<file path="src/rtl/apb_guard_pkg.sv">
`timescale 1ns/1ps
package apb_guard_pkg;

    // Classification of the current request by the address decoder.
    typedef enum logic [1:0] {
        CLS_NONE   = 2'd0,   // no request on the bus
        CLS_TARGET = 2'd1,   // mapped and clocked subordinate
        CLS_HOLE   = 2'd2,   // no subordinate at this address
        CLS_GATED  = 2'd3    // subordinate present but clock is off
    } dec_class_e;

    function automatic logic is_err_region(dec_class_e c);
        return (c == CLS_HOLE) || (c == CLS_GATED);
    endfunction

endpackage

</file>
<file path="src/rtl/apb_guard_decode.sv">
`timescale 1ns/1ps
module apb_guard_decode
    import apb_guard_pkg::*;
#(
    parameter int NS = 4,
    parameter int IW = 4
) (
    input  logic          psel,
    input  logic [IW-1:0] region,
    input  logic [NS-1:0] clk_on,
    output logic [NS-1:0] sel,
    output dec_class_e    cls
);

    logic [NS-1:0] match;

    generate
        for (genvar i = 0; i < NS; i++) begin : g_match
            assign match[i] = (region == IW'(i));
        end
    endgenerate

    always_comb begin
        cls = CLS_NONE;
        if (psel) begin
            if (!(|match)) begin
                cls = CLS_HOLE;
            end else if (!(|(match & clk_on))) begin
                cls = CLS_GATED;
            end else begin
                cls = CLS_TARGET;
            end
        end
    end

    assign sel = match & clk_on & {NS{psel}};

endmodule

</file>
<file path="src/rtl/apb_guard_retmux.sv">
`timescale 1ns/1ps
module apb_guard_retmux #(
    parameter int NS = 4,
    parameter int DW = 32
) (
    input  logic [NS-1:0]    sel,
    input  logic [NS*DW-1:0] rdata_all,
    input  logic [NS-1:0]    ready_all,
    input  logic [NS-1:0]    err_all,
    output logic             ready,
    output logic             err,
    output logic [DW-1:0]    rdata
);

    logic [DW-1:0] masked [NS];

    generate
        for (genvar i = 0; i < NS; i++) begin : g_mask
            assign masked[i] = rdata_all[i*DW +: DW] & {DW{sel[i]}};
        end
    endgenerate

    always_comb begin
        rdata = '0;
        for (int i = 0; i < NS; i++) begin
            rdata = rdata | masked[i];
        end
    end

    // Only the selected port contributes; others are effectively ready.
    assign ready = |(sel & ready_all);
    assign err   = |(sel & err_all);

endmodule

</file>
<file path="src/rtl/apb_guard_watchdog.sv">
`timescale 1ns/1ps
module apb_guard_watchdog #(
    parameter int LIMIT = 1024,
    parameter int CW    = (LIMIT > 1) ? $clog2(LIMIT) : 1
) (
    input  logic          clk,
    input  logic          rst_n,
    input  logic          active,   // access phase toward a valid target
    input  logic          ready,    // selected subordinate ready
    output logic          fire,
    output logic [CW-1:0] cnt
);

    localparam logic [CW-1:0] LAST = CW'(LIMIT - 1);

    typedef struct packed {
        logic [CW-1:0] cnt;
    } wd_state_t;

    wd_state_t wd_d, wd_q;

    always_comb begin
        wd_d = wd_q;
        fire = 1'b0;
        if (active && !ready) begin
            if (wd_q.cnt == LAST) begin
                fire     = 1'b1;
                wd_d.cnt = LAST;          // saturate, never wrap
            end else begin
                wd_d.cnt = wd_q.cnt + 1'b1;
            end
        end else begin
            wd_d.cnt = '0;
        end
    end

    always_ff @(posedge clk or negedge rst_n) begin
        if (!rst_n) begin
            wd_q <= '0;
        end else begin
            wd_q <= wd_d;
        end
    end

    assign cnt = wd_q.cnt;

endmodule

</file>
<file path="src/rtl/apb_guard_bridge.sv">
`timescale 1ns/1ps
module apb_guard_bridge
    import apb_guard_pkg::*;
#(
    parameter int NS    = 4,
    parameter int AW    = 16,
    parameter int DW    = 32,
    parameter int RB    = 12,
    parameter int LIMIT = 1024
) (
    input  logic             clk,
    input  logic             rst_n,
    input  logic             m_psel,
    input  logic             m_penable,
    input  logic             m_pwrite,
    input  logic [AW-1:0]    m_paddr,
    input  logic [DW-1:0]    m_pwdata,
    output logic [DW-1:0]    m_prdata,
    output logic             m_pready,
    output logic             m_pslverr,
    output logic [NS-1:0]    s_psel,
    output logic             s_penable,
    output logic             s_pwrite,
    output logic [AW-1:0]    s_paddr,
    output logic [DW-1:0]    s_pwdata,
    input  logic [NS*DW-1:0] s_prdata,
    input  logic [NS-1:0]    s_pready,
    input  logic [NS-1:0]    s_pslverr,
    input  logic [NS-1:0]    s_clk_on,
    input  logic             to_clear,
    output logic             to_flag,
    output logic [AW-1:0]    to_addr
);

    localparam int IW = AW - RB;
    localparam int CW = (LIMIT > 1) ? $clog2(LIMIT) : 1;

    typedef struct packed {
        logic          flag;
        logic [AW-1:0] addr;
    } sticky_t;

    dec_class_e    dec_cls;
    logic [NS-1:0] dec_sel;
    logic          sel_ready;
    logic          sel_err;
    logic [DW-1:0] sel_rdata;
    logic          acc_phase;
    logic          tgt_active;
    logic          wd_fire;
    logic [CW-1:0] wd_cnt;
    sticky_t       st_d, st_q;

    apb_guard_decode #(
        .NS (NS),
        .IW (IW)
    ) u_decode (
        .psel   (m_psel),
        .region (m_paddr[AW-1:RB]),
        .clk_on (s_clk_on),
        .sel    (dec_sel),
        .cls    (dec_cls)
    );

    apb_guard_retmux #(
        .NS (NS),
        .DW (DW)
    ) u_retmux (
        .sel       (dec_sel),
        .rdata_all (s_prdata),
        .ready_all (s_pready),
        .err_all   (s_pslverr),
        .ready     (sel_ready),
        .err       (sel_err),
        .rdata     (sel_rdata)
    );

    assign acc_phase  = m_psel && m_penable;
    assign tgt_active = acc_phase && (dec_cls == CLS_TARGET);

    apb_guard_watchdog #(
        .LIMIT (LIMIT),
        .CW    (CW)
    ) u_watchdog (
        .clk    (clk),
        .rst_n  (rst_n),
        .active (tgt_active),
        .ready  (sel_ready),
        .fire   (wd_fire),
        .cnt    (wd_cnt)
    );

    // Request forwarding
    assign s_psel    = dec_sel;
    assign s_penable = m_penable;
    assign s_pwrite  = m_pwrite;
    assign s_paddr   = m_paddr;
    assign s_pwdata  = m_pwdata;

    // Response toward the manager
    always_comb begin
        m_pready  = 1'b1;
        m_pslverr = 1'b0;
        m_prdata  = '0;
        if (dec_cls == CLS_TARGET) begin
            m_pready = sel_ready | wd_fire;
            if (acc_phase) begin
                m_pslverr = wd_fire ? 1'b1 : sel_err;
                m_prdata  = wd_fire ? '0 : sel_rdata;
            end
        end else if (is_err_region(dec_cls)) begin
            m_pready  = 1'b1;
            m_pslverr = acc_phase;
        end
    end

    // Sticky abort status: next-state
    always_comb begin
        st_d = st_q;
        if (to_clear) begin
            st_d.flag = 1'b0;
            st_d.addr = '0;
        end
        if (wd_fire) begin
            st_d.flag = 1'b1;
            if (!st_q.flag || to_clear) begin
                st_d.addr = m_paddr;
            end
        end
    end

    always_ff @(posedge clk or negedge rst_n) begin
        if (!rst_n) begin
            st_q <= '0;
        end else begin
            st_q <= st_d;
        end
    end

    assign to_flag = st_q.flag;
    assign to_addr = st_q.addr;

endmodule

</file>
<file path="config.mk">
export PLATFORM = sky130hd
export DESIGN_NAME = apb_guard_bridge
export DESIGN_NICKNAME = d
export VERILOG_FILES = /design/src/rtl/apb_guard_pkg.sv /design/src/rtl/apb_guard_decode.sv /design/src/rtl/apb_guard_retmux.sv /design/src/rtl/apb_guard_watchdog.sv /design/src/rtl/apb_guard_bridge.sv
export SDC_FILE = /design/constraint.sdc
export NUM_CORES = 1
export LEC_CHECK = 0
export BUFFER_PORTS_ARGS = -buffer_cell sky130_fd_sc_hd__buf_4
export CORE_AREA = 2 2 116 118
export DETAILED_ROUTE_END_ITERATION = 10
export DIE_AREA = 0 0 118 120
export HOLD_SLACK_MARGIN = 0.05
export MAX_ROUTING_LAYER = met4
export PLACE_DENSITY = 0.56
export SYNTH_ARGS = -nofsm -noshare
export SYNTH_HDL_FRONTEND = slang
export SYNTH_SLANG_ARGS = --single-unit
export TNS_END_PERCENT = 10
</file>
<file path="constraint.sdc">
create_clock -name clk -period 4.7 [get_ports clk]
set_input_delay 0.235 -clock clk [delete_from_list [all_inputs] [get_ports clk]]
set_output_delay 0.235 -clock clk [all_outputs]
set_load 0.005 [all_outputs]
</file>
==> results of run 1 <==
cell type report:
cell class | instances | share of cell area
Timing Repair Buffer | 238 | 0.420
Multi-Input combinational cell | 188 | 0.323
Sequential cell | 27 | 0.159
Tap cell | 176 | 0.0517
Inverter | 31 | 0.0273
Clock buffer | 4 | 0.0185
Antenna cell | 2 | 0.00117
where the power goes:
part / internal, mW / switching, mW / leakage, nW
Sequential: 0.232 / 0.0000607 / 0.377
Clock: 0.116 / 0.0762 / 0.0382
Combinational: 0.107 / 0.0621 / 1.50
Total: 0.455 / 0.138 / 1.91
placed cells by master, fill, tap and decap left out, types with 2 or more instances in the layout:
cell type and n:
a21oi_1 41, a22oi_1 64, a31o_2 2, and3_1 4
buf_4 237, clkbuf_16 3, dfrtp_1 27, diode_2 2
inv_1 31, mux2i_1 2, nand2_1 10, nand3_1 5
nand4_1 3, nand4b_1 3, nor2_1 4, nor3_4 2
nor4b_4 2, o211a_1 2, o211ai_1 2, o21ai_0 2
o32ai_1 14, or3_1 3, xnor2_1 4
registers in the layout, indices dropped and copies added, names as in the netlist:
name            count
to_flag             1
u_watchdog.cnt     10
to_addr            16
worst min-delay path, stage by stage:
cell and delay (ps):
buf_4 80, inv_1 30, o32ai_1 90
metrics by stage:
| stage | hold slack [ps] | worst slack (ps) |
|---|---|---|
| 4_1_cts | 223 | 1730 |
| 2_1_floorplan | -60.6 | 2800 |
| 6_report | 224 | 1720 |
| 5_1_grt | 230 | 1510 |
| 3_5_place_dp | 175 | 1740 |
| 3_3_place_gp | 173 | 1770 |
path summary, 6_finish.rpt:
kind | from | end | slack (ps) | cells past startpoint
setup / recovery | m_paddr[15] | m_prdata[4] | 1720 | 7
hold / removal | m_paddr[8] | to_addr[8] | 220 | 3
setup reg to reg | u_watchdog.cnt[0] | to_addr[0] | 2620 | 5
hold reg to reg | u_watchdog.cnt[0] | u_watchdog.cnt[0] | 520 | 1
max in group asynchronous | rst_n | to_addr[6] | 4010 | 2
min in group asynchronous | rst_n | to_addr[14] | 420 | 2
timing repair:
action                                  in CTS  in global routing
endpoints found under the setup margin       0                  0
hold buffers                                 1                  0
endpoints found under the hold margin       27                  0
cell families (layout without fill, tap and decap cells):
| kind of cell | count (synthesis) | in the layout |
|---|---|---|
| AOI/OAI and AO/OA | 132 | 132 |
| xor gates and xnor gates | 5 | 5 |
| adders and majority gates | 1 | 1 |
| buffers and inverters | 106 | 273 |
| DFF | 27 | 27 |
| muxes | 2 | 2 |
| other | 0 | 2 |
| and+or+nand+nor | 48 | 48 |
metal layers:
metal,vias up,share of wire,track usage
met2,189,0.49,0.304
met1,1501,0.37,0.209
met4,0,0.067,0.111
met5,-,0,-
met3,26,0.075,0.0380
li1,1486,-,-
==> flow_metrics.py, run 1 <==
metrics = {
    "sta": {
        "setup_violations": 0,
        "skew_ps": 2.81,
        "slew_violations": 0,
        "min_period_over_period": 0.634,
        "max_freq_ghz": 0.335,
        "setup_tns_ps": 0,
        "fin_crit_ps": 2980,
        "worst_pin_slew_ps": 1030,
        "hold_viol_final": 0,
        "rsz0062_at_grt": "no",
        "max-slew-margin-rel": 0.313,
    },
    "logic_synthesis": {
        "netlist_top_cells_count": "64 x a22oi_1, 51 x buf_4, 41 x a21oi_1",
        "ys_ff_latch": 27,
        "synth_seq_area_share": 0.254,
        "synth_area_sq_um": 2660,
        "synthAdderAreaFrac": 0.00470,
        "synth-compound-area-share": 0.348,
        "synthesis.nets": 516,
        "synthMostInstantiatedCell": "a22oi_1",
        "netlist-cell-type-count": 43,
        "synth_top_family_by_area": "compound AO/OA/AOI/OAI gates",
        "synth_edf_count": 0,
        "synth_top_area_frac": 0.254,
        "synth-async-reset-ratio": 1.00,
        "postSynthCellCount": 321,
        "yosys_warnings": 0,
        "synthSimpleGateAreaFrac": 0.135,
        "synth_mux_area_frac": 0.00752,
        "ys_top_cells_by_area": "dfrtp_1 25%, a22oi_1 18%, buf_4 14%",
        "yosys.area.top_type": "dfrtp_1",
        "avgSynthCellArea_sq_um": 8.29,
        "ys.flop_type": "dfrtp_1",
        "synthXorXnorAreaFrac": 0.0165,
    },
    "routing": {
        "routed_wl_microns": 13700,
        "ant_nets": 0,
        "first_iter_violations": 182,
        "drtPass1Iterations": 6,
        "viasPerCell": 4.81,
        "vias": 3202,
        "wl_per_cell_microns": 20.6,
        "drc_errors": 0,
    },
    "power_and_ir_drop": {
        "total_power_mw": 0.593,
        "p_leak_nw": 1.91,
        "peakVddDrop_uv": 149,
        "powerDensity_nw_per_um2": 139,
    },
    "cells_and_area": {
        "drive_gt1_frac": 0.518,
        "fin_util": 0.328,
        "fin_cells": 666,
        "nets": 684,
        "design_area_sq_um": 4260,
        "multi_input_area_sq_um": 1380,
        "nFillCells": 1349,
        "area_growth_pct": 60.1,
        "ff_latch_area_sq_um": 676,
    },
    "cts": {
        "cts_resized": 0,
        "clkTransAtPathRegs_ps": 70,
        "cts_num_sinks": 27,
        "post_cts_buffers": 0,
        "htree_levels": 1,
        "cts_made_buffers": 3,
        "cts_tree": "yes",
        "root_buffer": "clkbuf_16",
        "clock_path_buffers": 2,
        "clock_latency_ps": 260,
    },
    "critical_path": {
        "path_cells": "buf_4 > or3b_1 > nor4b_4 > buf_4 > a22oi_1 > a21oi_1 > buf_4",
        "cp_slowest_cell": "nor4b_4",
        "end_kind": "output pin",
        "critical_path_arrival_ps": 2750,
        "critPathKind": "input pin to output pin",
        "cpLargestDelayFamily": "simple AND/OR/NAND/NOR gates",
        "worst-path-buf-inv": 3,
        "crit_top_cell": "buf_4",
        "path_max_fanout": 21,
        "worst_setup_path_start_kind": "input pin",
        "crit_required_ps": 4470,
        "slowest_delay_ps": 810,
    },
    "floorplanning": {
        "core_sq_um": 13000,
        "die_area_sq_um": 14200,
        "ios": 299,
        "die_h_microns": 120,
        "num_rows": 42,
        "start_util": 0.205,
        "die_x_microns": 118,
    },
    "run_status": {
        "status": "finished clean",
    },
    "placement": {
        "dp.cells": 659,
        "hpwl_microns": 11500,
        "place_congestion": 0.908,
        "place_area_sq_um": 4170,
        "io_buffers": 232,
    },
    "global_routing": {
        "grt_pass1_vias": 3128,
        "grt_pass1_wl_microns": 19100,
        "antenna_found_initial": 2,
        "grt-ovfl-total": 0,
        "grt_max_degree": 34,
        "grt_use_total": 0.185,
    },
    "flow_run": {
        "max-cap-violations": 0,
    },
    "hold_path": {
        "hp-class": "input pin to flop",
    },
}
(Power assumes the default switching activity.)
==> run 2, diff against run 1 <==
CORE_AREA = 2 2 117 119   (was 2 2 116 118)
DIE_AREA = 0 0 119 121   (was 0 0 118 120)
PLACE_DENSITY = 0.58   (was 0.56)
clock period = 2.4 ns   (was 4.7 ns; I/O delays follow)
==> run 2 against run 1 <==
First-iteration DRC count decreased by 3.8%; final area increased by 1.5%; sequential cell count unchanged; core utilization increased by 0.21 points; global-route usage decreased by 3.8 points; combinational power increased by 93%; hold slack got worse by 100 ps; total power increased by 94%; critical endpoint is now m_pslverr; highest routed layer unchanged.
==> flow_metrics.py, run 2 (synthesis gave the netlist of run 1 again) <==
metrics = {
    "run_status": {
        "status": "finished clean",
    },
    "cells_and_area": {
        "drive_gt1_frac": 0.523,
        "nets": 687,
        "final_cell_mix": "236 x buf_4, 64 x a22oi_1, 41 x a21oi_1",
        "fin_cells": 668,
        "area_growth_pct": 62.4,
        "nFillCells": 1378,
        "largest_register_ff_count": 16,
        "layout_commonest_cell": "buf_4",
    },
    "routing": {
        "routed_wl_microns": 11200,
        "vias": 3183,
        "first_iter_violations": 175,
        "wl_per_cell_microns": 16.7,
        "drtPass1Iterations": 4,
        "ant_nets": 0,
        "drc_errors": 0,
        "viasPerCell": 4.76,
    },
    "critical_path": {
        "slowest_delay_ps": 530,
        "cp-startpoint": "u_watchdog.cnt[0]",
        "crit_required_ps": 2280,
        "worst_setup_path_start_kind": "flop",
        "r2r-start": "u_watchdog.cnt[0]",
        "end_kind": "output pin",
        "path_cells": "ha_1 > and3_2 > nand2_1 > or4_4 > a31oi_1 > buf_4",
        "critical_path_arrival_ps": 2100,
        "critPathKind": "flop to output pin",
        "cp_slowest_cell": "or4_4",
        "path_max_fanout": 7,
    },
    "placement": {
        "dp.cells": 662,
        "hpwl_microns": 8960,
        "place_congestion": 0.814,
        "io_buffers": 232,
    },
    "cts": {
        "cts_tree": "yes",
        "clock_path_buffers": 2,
        "cts_made_buffers": 3,
        "cts_num_sinks": 27,
        "htree_levels": 1,
        "clkTransAtPathRegs_ps": 60,
        "clock_latency_ps": 260,
        "post_cts_buffers": 0,
        "root_buffer": "clkbuf_16",
    },
    "flow_run": {
        "max-cap-violations": 0,
    },
    "sta": {
        "skew_ps": 5.40,
        "fin_crit_ps": 2220,
        "hold_viol_final": 0,
        "max_freq_ghz": 0.451,
        "max-slew-margin-rel": 0.642,
        "worst_pin_slew_ps": 530,
        "min_period_over_period": 0.925,
        "setup_tns_ps": 0,
        "rsz0062_at_grt": "no",
        "slew_violations": 0,
        "setup_violations": 0,
        "hold_ws_ps": 121,
    },
    "hold_path": {
        "hp-class": "input pin to flop",
        "hp-start": "m_paddr[9]",
    },
    "floorplanning": {
        "start_util": 0.203,
        "core_sq_um": 13100,
        "die_x_microns": 119,
        "die_area_sq_um": 14400,
        "num_rows": 42,
        "die_h_microns": 121,
        "ios": 299,
    },
    "power_and_ir_drop": {
        "peakVddDrop_uv": 194,
        "p_leak_nw": 1.94,
        "powerDensity_nw_per_um2": 267,
    },
    "global_routing": {
        "grt_pass1_vias": 3077,
        "antenna_found_initial": 1,
        "grt_use_total": 0.147,
        "grt_pass1_wl_microns": 16400,
        "grt-ovfl-total": 0,
        "grt_max_degree": 34,
    },
}
[run 2: cell count changes in the layout (fill, tap and decap cells not counted)]
cell and change:
and3_2 +1, diode_2 -1, buf_12 +3, and3_1 -1
buf_6 +1, buf_4 -1
[run 2: final timing paths]
path | to | slack (ps) | cells past startpoint
setup / recovery | m_pslverr | 180 | 6
hold / removal | to_addr[9] | 120 | 3
setup reg to reg | to_addr[15] | 570 | 5
hold reg to reg | u_watchdog.cnt[0] | 510 | 1
max in group asynchronous | to_addr[0] | 1830 | 2
min in group asynchronous | to_addr[7] | 310 | 2
[run 2: layer usage]
layer | wire length (microns) | part of all wire | up-vias | GRT usage
li1 | - | - | 1494 | -
met1 | 4280 | 0.38 | 1484 | 0.166
met2 | 5790 | 0.52 | 193 | 0.268
met3 | 917 | 0.082 | 12 | 0.0273
met4 | 188 | 0.017 | 0 | 0.0394
met5 | 0 | 0 | - | -
[run 2: worst max-delay path, delay by kind of cell (launching register included)]
kind | cells | cell delay [ps]
AOI/OAI and AO/OA | 1 | 200
and+or+nand+nor | 3 | 910
adders and majority gates | 1 | 190
DFF | 1 | 390
buffers and inverters | 1 | 150
[run 2: stage by stage]
step           setup WS (ps)  power [mW]  cell area, sq um  utilization
2_1_floorplan            594       0.593              2660            -
6_report                 181        1.15              4320        0.330
3_3_place_gp             257       0.788              4230        0.323
3_5_place_dp             248       0.792              4230        0.323
4_1_cts                  123        1.17              4320        0.330
5_1_grt                 96.9        1.21              4320        0.330
[run 2: repair_timing]
action | CTS | global route
endpoints found under the setup margin | 0 | 19
endpoints found under the hold margin | 27 | 0
resized for setup | 0 | 2
hold buffers | 1 | 0
[run 2: power by group]
| part | internal, mW | switching [mW] |
|---|---|---|
| logic | 0.210 | 0.117 |
| registers | 0.455 | 0.000114 |
| clock network | 0.227 | 0.143 |
[run 2: layout make-up]
cell class,count,area (sq um),area share
tap,176,220,0.0509
clock buffer,4,78.8,0.0182
multi-input combinational,188,1380,0.318
inverter,31,116,0.0269
antenna,1,2.50,0.000579
timing repair buffer,241,1850,0.429
sequential,27,676,0.156
